<file path="src/rtl/emi_pkg.sv">
// Shared types for the external memory interface sequencer.
// Assumes four external segments, numbered in the order of their
// wait-register fields.
package emi_pkg;
    localparam int NSEG = 4;

    typedef enum logic [1:0] {
        SEG_LO  = 2'd0,
        SEG_IO  = 2'd1,
        SEG_HI  = 2'd2,
        SEG_ROM = 2'd3
    } seg_e;

    typedef enum logic [1:0] {
        ST_IDLE = 2'd0,
        ST_XACC = 2'd1,
        ST_YACC = 2'd2
    } st_e;
endpackage

</file>
<file path="src/rtl/emi_decode.sv">
// Data-address decoder: marks addresses at or above the I/O base as
// external and names the data segment they fall in.
// Assumes IO_BASE < IO_BASE + IO_WORDS <= HI_BASE.
module emi_decode #(
    parameter int            AW       = 16,
    parameter logic [AW-1:0] IO_BASE  = 'h4000,
    parameter int            IO_WORDS = 256,
    parameter logic [AW-1:0] HI_BASE  = 'h8000
) (
    input  logic [AW-1:0] addr,
    output logic          ext,
    output emi_pkg::seg_e seg
);
    import emi_pkg::*;
    localparam logic [AW-1:0] IO_END = IO_BASE + AW'(IO_WORDS);

    // Range compare that picks the segment.
    always_comb begin
        ext = (addr >= IO_BASE);
        if (addr >= HI_BASE)
            seg = SEG_HI;
        else if (addr < IO_END)
            seg = SEG_IO;
        else
            seg = SEG_LO;
    end
endmodule

</file>
<file path="src/rtl/emi_waitcfg.sv">
// Wait register: holds one WW-bit wait field per segment and returns
// the field of the selected segment. Resets to all ones.
// Assumes the register is written only through cfg_we and cfg_wdata.
module emi_waitcfg #(
    parameter int WW = 4
) (
    input  logic                         clk,
    input  logic                         rst_n,
    input  logic                         cfg_we,
    input  logic [emi_pkg::NSEG*WW-1:0]  cfg_wdata,
    input  emi_pkg::seg_e                sel,
    output logic [WW-1:0]                wait_o
);
    import emi_pkg::*;
    localparam int RW = NSEG * WW;

    logic [RW-1:0] wait_q;

    // Register load from the write port.
    always_ff @(posedge clk) begin
        if (!rst_n)
            wait_q <= '1;
        else if (cfg_we)
            wait_q <= cfg_wdata;
    end

    // Field select for the segment being launched.
    always_comb wait_o = wait_q[int'(sel)*WW +: WW];


    wait_load_chk: assert property (@(posedge clk) disable iff (!rst_n)
        cfg_we |=> wait_q == $past(cfg_wdata));
endmodule

</file>
<file path="src/rtl/emi_busdrive.sv">
// Write-data drive and hold. The data bus turns on one clock after a
// write cycle opens, and it keeps the last write value until a read
// cycle is launched.
// Assumes start_rd and load_wr are never high together.
module emi_busdrive #(
    parameter int DW = 16
) (
    input  logic          clk,
    input  logic          rst_n,
    input  logic          start_rd,
    input  logic          load_wr,
    input  logic [DW-1:0] wdata,
    output logic          doe,
    output logic [DW-1:0] dout
);
    // Drive-enable and data holding register.
    always_ff @(posedge clk) begin
        if (!rst_n) begin
            doe  <= 1'b0;
            dout <= '0;
        end else if (start_rd) begin
            doe <= 1'b0;
        end else if (load_wr) begin
            doe  <= 1'b1;
            dout <= wdata;
        end
    end


    wr_drive_chk: assert property (@(posedge clk) disable iff (!rst_n)
        load_wr |=> (doe && dout == $past(wdata)));

    rd_release_chk: assert property (@(posedge clk) disable iff (!rst_n)
        start_rd |=> !doe);
endmodule

</file>
<file path="src/rtl/emi_sequencer.sv">
// External memory interface sequencer. It serialises the X and Y port
// requests of one instruction onto a shared external bus, X first. It
// stretches each cycle by the segment's wait count and stalls the core
// until the last access is done. Assumes the core holds its request
// inputs steady while stall is high and changes them before the clock
// edge that follows a low stall.
module emi_sequencer #(
    parameter int AW = 16,
    parameter int DW = 16,
    parameter int WW = 4
) (
    input  logic                          clk,
    input  logic                          rst_n,
    input  logic                          cfg_we,
    input  logic [emi_pkg::NSEG*WW-1:0]   cfg_wdata,
    input  logic                          x_req,
    input  logic                          x_we,
    input  logic [AW-1:0]                 x_addr,
    input  logic [DW-1:0]                 x_wdata,
    input  logic                          y_req,
    input  logic                          y_we,
    input  logic [AW-1:0]                 y_addr,
    input  logic [DW-1:0]                 y_wdata,
    output logic                          stall,
    output logic [DW-1:0]                 rd_data,
    output logic                          x_rvalid,
    output logic                          y_rvalid,
    output logic [AW-1:0]                 ext_addr,
    output logic [DW-1:0]                 ext_dout,
    output logic                          ext_doe,
    input  logic [DW-1:0]                 ext_din,
    output logic                          ext_rwn,
    output logic                          seg_lo_n,
    output logic                          seg_io_n,
    output logic                          seg_hi_n,
    output logic                          seg_rom_n
);
    import emi_pkg::*;
    localparam int CW = WW + 1;

    st_e           state;
    logic [CW-1:0] ph, lim;
    logic          cur_we;
    logic [AW-1:0] cur_addr;
    logic [DW-1:0] cur_wdata;
    seg_e          cur_seg;
    logic          pend_y, py_we;
    logic [AW-1:0] py_addr;
    logic [DW-1:0] py_wdata;
    seg_e          py_seg;

    logic          y_hit, y_ext;
    seg_e          y_dseg;
    logic          active, at_end, last, idle_go, chain, launch;
    logic          l_we;
    logic [AW-1:0] l_addr;
    logic [DW-1:0] l_wdata;
    seg_e          l_seg;
    logic [WW-1:0] l_wait;
    logic [NSEG-1:0] seg_n;

    emi_decode #(.AW(AW)) u_dec (
        .addr (y_addr),
        .ext  (y_hit),
        .seg  (y_dseg)
    );

    emi_waitcfg #(.WW(WW)) u_wait (
        .clk       (clk),
        .rst_n     (rst_n),
        .cfg_we    (cfg_we),
        .cfg_wdata (cfg_wdata),
        .sel       (l_seg),
        .wait_o    (l_wait)
    );

    // Cycle position and launch conditions.
    always_comb begin
        y_ext   = y_req && y_hit;
        active  = (state != ST_IDLE);
        at_end  = active && (ph == lim);
        last    = at_end && ((state == ST_YACC) || !pend_y);
        idle_go = (state == ST_IDLE) && (x_req || y_ext);
        chain   = (state == ST_XACC) && at_end && pend_y;
        launch  = idle_go || chain;
        stall   = (state == ST_IDLE) ? (x_req || y_ext) : !last;
    end

    // Pick the access to launch: a queued Y, else X, else a new Y.
    always_comb begin
        if (chain) begin
            l_we = py_we; l_addr = py_addr; l_wdata = py_wdata; l_seg = py_seg;
        end else if (x_req) begin
            l_we = x_we; l_addr = x_addr; l_wdata = x_wdata; l_seg = SEG_ROM;
        end else begin
            l_we = y_we; l_addr = y_addr; l_wdata = y_wdata; l_seg = y_dseg;
        end
    end

    // Sequencer state, phase counter and latched accesses.
    always_ff @(posedge clk) begin
        if (!rst_n) begin
            state     <= ST_IDLE;
            ph        <= '0;
            lim       <= '0;
            cur_we    <= 1'b0;
            cur_addr  <= '0;
            cur_wdata <= '0;
            cur_seg   <= SEG_LO;
            pend_y    <= 1'b0;
            py_we     <= 1'b0;
            py_addr   <= '0;
            py_wdata  <= '0;
            py_seg    <= SEG_LO;
        end else if (launch) begin
            state     <= (idle_go && x_req) ? ST_XACC : ST_YACC;
            ph        <= '0;
            lim       <= {1'b0, l_wait} + CW'(1);
            cur_we    <= l_we;
            cur_addr  <= l_addr;
            cur_wdata <= l_wdata;
            cur_seg   <= l_seg;
            if (idle_go) begin
                pend_y   <= x_req && y_ext;
                py_we    <= y_we;
                py_addr  <= y_addr;
                py_wdata <= y_wdata;
                py_seg   <= y_dseg;
            end else begin
                pend_y <= 1'b0;
            end
        end else if (at_end) begin
            state <= ST_IDLE;
        end else if (active) begin
            ph <= ph + CW'(1);
        end
    end

    // Read capture on the last clock and per-port valid pulse.
    always_ff @(posedge clk) begin
        if (!rst_n) begin
            rd_data  <= '0;
            x_rvalid <= 1'b0;
            y_rvalid <= 1'b0;
        end else begin
            x_rvalid <= at_end && !cur_we && (state == ST_XACC);
            y_rvalid <= at_end && !cur_we && (state == ST_YACC);
            if (at_end && !cur_we)
                rd_data <= ext_din;
        end
    end

    emi_busdrive #(.DW(DW)) u_drv (
        .clk      (clk),
        .rst_n    (rst_n),
        .start_rd (launch && !l_we),
        .load_wr  (active && cur_we && (ph == '0)),
        .wdata    (cur_wdata),
        .doe      (ext_doe),
        .dout     (ext_dout)
    );

    // One active-low enable per segment.
    for (genvar g = 0; g < NSEG; g++) begin : g_en
        assign seg_n[g] = !(active && (int'(cur_seg) == g));
    end

    assign seg_lo_n  = seg_n[SEG_LO];
    assign seg_io_n  = seg_n[SEG_IO];
    assign seg_hi_n  = seg_n[SEG_HI];
    assign seg_rom_n = seg_n[SEG_ROM];
    assign ext_addr  = cur_addr;
    assign ext_rwn   = !(active && cur_we);


    one_enable_chk: assert property (@(posedge clk) disable iff (!rst_n)
        $countones(~seg_n) <= 1);

    rwn_in_cycle_chk: assert property (@(posedge clk) disable iff (!rst_n)
        !ext_rwn |-> (seg_n != '1));

    stall_release_chk: assert property (@(posedge clk) disable iff (!rst_n)
        y_rvalid |-> !$past(stall));
endmodule

</file>
<file path="config.mk">
export PLATFORM = sky130hd
export DESIGN_NAME = emi_sequencer
export DESIGN_NICKNAME = d
export VERILOG_FILES = /design/src/rtl/emi_pkg.sv /design/src/rtl/emi_decode.sv /design/src/rtl/emi_waitcfg.sv /design/src/rtl/emi_busdrive.sv /design/src/rtl/emi_sequencer.sv
export SDC_FILE = /design/constraint.sdc
export NUM_CORES = 1
export LEC_CHECK = 0
export ABC_AREA = 1
export BUFFER_PORTS_ARGS = -buffer_cell sky130_fd_sc_hd__clkbuf_2
export CAP_MARGIN = 20
export CORE_MARGIN = 3
export CORE_UTILIZATION = 40
export DETAILED_ROUTE_END_ITERATION = 12
export GPL_ROUTABILITY_DRIVEN = 1
export PLACE_DENSITY = 0.61
export SLEW_MARGIN = 10
export SYNTH_ARGS = -nofsm -noshare
export SYNTH_HDL_FRONTEND = slang
export SYNTH_SLANG_ARGS = --single-unit
</file>
<file path="constraint.sdc">
create_clock -name clk -period 3 [get_ports clk]
set_clock_uncertainty 0.2 [all_clocks]
set_input_delay 0.15 -clock clk [delete_from_list [all_inputs] [get_ports clk]]
set_output_delay 0.15 -clock clk [all_outputs]
set_load 0.02 [all_outputs]
</file>
==> results.md <==
* Status: finished clean
* DRT Pass-1 Iters at 6
* Pwr per Cell Area at between 600 and 700 nW/um^2
* Layout cell share with drive strength beyond 1 at 21.7%
* TNS Setup at 0 ns
* Syn Nets at between 800 and 900
* Final hold violation count at 0
* Reg clk slew, reported paths at about 0.060 ns
* F_max at approximately 380 MHz
* Hpwl dp at 10600 um
* Gpl congestion at about 0.81
* Synth Flop Type: dfxtp_1
* Number of port buffers at ~160
* WP data required at roughly 2.7 ns
* Number of synthesized flops with an enable pin at 0
* Critical path launch point type: input port
* Seq pwr share at between 30% and 40%
* Post-Syn Instances at just under 800
* Slew margin rel. at a little under three fifths
* CTS Sinks at roughly 130
* Starting density of the core at 41.1%
* CTS H-tree lvls at 4
* Vias in the first global route at 5638
* Design Power at ~5600 uW
* Max cap viols at 0
* Wirelength per Cell at approximately 14 um
* Routed Wire Length at between 15000 and 20000 um
* Min Clock Period, post-route at around 2.6 ns
* Maximum vdd drop at around 0.38 mV
* Via-to-Cell Ratio at 4.91
* Async SR Flop Fraction at 0%
* Fin. max-slew vios at 0
* Die W at ~130 um
* Nets at approximately 1100
* Commonest non-fill, non-tap cell in the layout: clkbuf_2
* Clk buf depth at 2
* Antenna Violating Nets Remaining at 0
* Via Count at between 5000 and 6000
* Pint at between 3000 and 4000 uW
* Worst setup margin at between 0.3 and 0.4 ns
* Resized cells post-CTS at 0
* Initial antenna violation count at 0
* Crit. End Element: output pin
* Post-synthesis average cell area at 7.35 um^2
* Post-place setup slack at between 0.4 and 0.5 ns
* Most frequent cells in the layout: 159 x clkbuf_2, 134 x dfxtp_1, 129 x nand2_1
* CP arrival at 2.29 ns
* Worst-skew pair later-pin latency at 0.41 ns
* First-pass GRT wire length at ~27000 um
* Die Y at around 130 um
* GRT Overall Usage at 21.1%
* Hold Crit Class: input port to register
* I/O pins at between 150 and 200
* Synthesis-to-layout area growth at 42.6%
* Gr ovfl total at 0
* Largest net degree at the start of global routing at between 70 and 80
* RSZ-0062 raised after global routing: false
* Comb pwr share at between 20% and 30%
* Die area at between 15000 and 20000 um^2
* Sw Ratio at 31.0%
* Crit Path Category: input port to output pin
* Floorplan row count at between 40 and 50
* Initial DRC Count at roughly 320
* Clock buffer count from CTS at 17
* Synthesized cell area at roughly 5700 um^2
* Worst-margin pin slew at around 0.65 ns
* P_leak at about 0.0036 uW
* Psw at roughly 1800 uW
* Diode count at 0
* Post-synthesis register bit count at ~130
* YS warnings at 0
* Final setup violation count at 0
* Post CTS Setup Buffer Count at 0
* Clock power frac at 37.2%
* Root Buffer: clkbuf_16
* # DRC at 0
* CP max FO at 52
* Total core area at between 10000 and 15000 um^2
* Sequential element share of the synthesized area at between 40 and 50%
* Crit share post-route at between 80% and 90%
* CTS tree: done
* Netlist cell types at 34
[cell usage after synthesis, types with 2 or more instances]
library cell,n,area [um^2]
dfxtp_1,134,2680
nand2_1,129,484
a21oi_1,115,576
inv_1,99,372
o21ai_0,75,375
nor2_1,48,180
clkbuf_1,33,124
nand3_1,30,150
o21ai_1,17,85.1
a31oi_1,16,100
o211ai_1,15,113
buf_2,8,40.0
inv_2,8,30.0
nor3_1,8,40.0
nand4_1,7,43.8
o22ai_1,6,37.5
nor2_4,4,45.0
buf_6,3,33.8
ha_1,3,37.5
or2_2,3,18.8
xor2_1,3,26.3
buf_1,2,7.51
nand2_2,2,12.5
xnor2_1,2,17.5
[critical path, cell delays in order]
cell and delay (ns):
dlygate4sd3_1 0.54, clkbuf_2 0.14, nor2_1 0.13, inv_2 0.05, nand2_1 0.20, inv_2 0.08, o21ai_4 0.14, buf_4 0.44
o211ai_1 0.21, clkbuf_2 0.20
[logic make-up (layout without fill, tap and decap cells)]
kind of cell / count (synthesis) / after routing / synth area share [%]
flip-flops: 134 / 134 / 46.8
AND/OR/NAND/NOR: 238 / 238 / 18.2
XOR/XNOR: 5 / 5 / 0.764
AO/OA/AOI/OAI: 246 / 246 / 22.9
buffers and inverters: 154 / 403 / 10.7
adder cells (fa/ha/maj): 3 / 3 / 0.655
[final cells by class]
cell class | count | area [um^2]
Sequential cell | 134 | 2680
Timing Repair Buffer | 263 | 1810
Clock buffer | 20 | 457
Inverter | 108 | 405
Fill cell | 1264 | 5760
Tap cell | 180 | 225
Clock inverter | 12 | 153
Multi-Input combinational cell | 492 | 2440
[final timing paths]
kind              startpoint      endpoint  slack, ns  cells after the start
setup reg to reg       ph[0]        lim[4]       0.40                     13
setup / recovery  y_addr[15]         stall       0.36                     10
hold reg to reg   rd_data[0]    rd_data[0]       0.24                      2
hold / removal    x_wdata[1]  cur_wdata[1]       0.03                      4
[power groups by stage]
stage	clock (uW)	combinational [uW]	sequential (uW)
after global placement	0	1240	2220
after global routing	2250	1500	2220
final	2100	1350	2190
after detailed placement	0	1240	2220
after floorplan	0	734	2340
after CTS	2150	1350	2190
[registers in the layout, summed over array words and instances, names as in the netlist, 5 cells and up]
name and flops:
ext_addr 16, cur_wdata 16, lim 5, u_wait.wait_q 16, u_drv.dout 16, py_wdata 16
ph 5, rd_data 16, py_addr 16
[metrics by stage]
stage / hold WS, ns / utilization, % / area (um^2) / cells
floorplan: 0.0723 / - / 5730 / 780
global placement: 0.169 / 47.5 / 6620 / 1083
detailed placement: 0.170 / 47.5 / 6620 / 1083
CTS: 0.0133 / 58.6 / 8170 / 1209
global route: 0.0277 / 58.6 / 8170 / 1209
finish: 0.0286 / 58.6 / 8170 / 1209
[repair_timing]
action                                 in CTS  in global routing
hold buffers                               94                  0
endpoints found under the hold margin      96                  0
setup endpoints to repair                   0                  0
[layer usage]
| metal | vias up | GRT usage [%] | routed length, um |
|---|---|---|---|
| li1 | 3037 | - | - |
| met4 | 0 | 7.21 | 289 |
| met2 | 238 | 33.3 | 7630 |
| met1 | 2638 | 28.0 | 7550 |
| met5 | - | 0 | 0 |
| met3 | 23 | 5.73 | 1210 |
No activity file was read; power rests on OpenSTA's default activity.
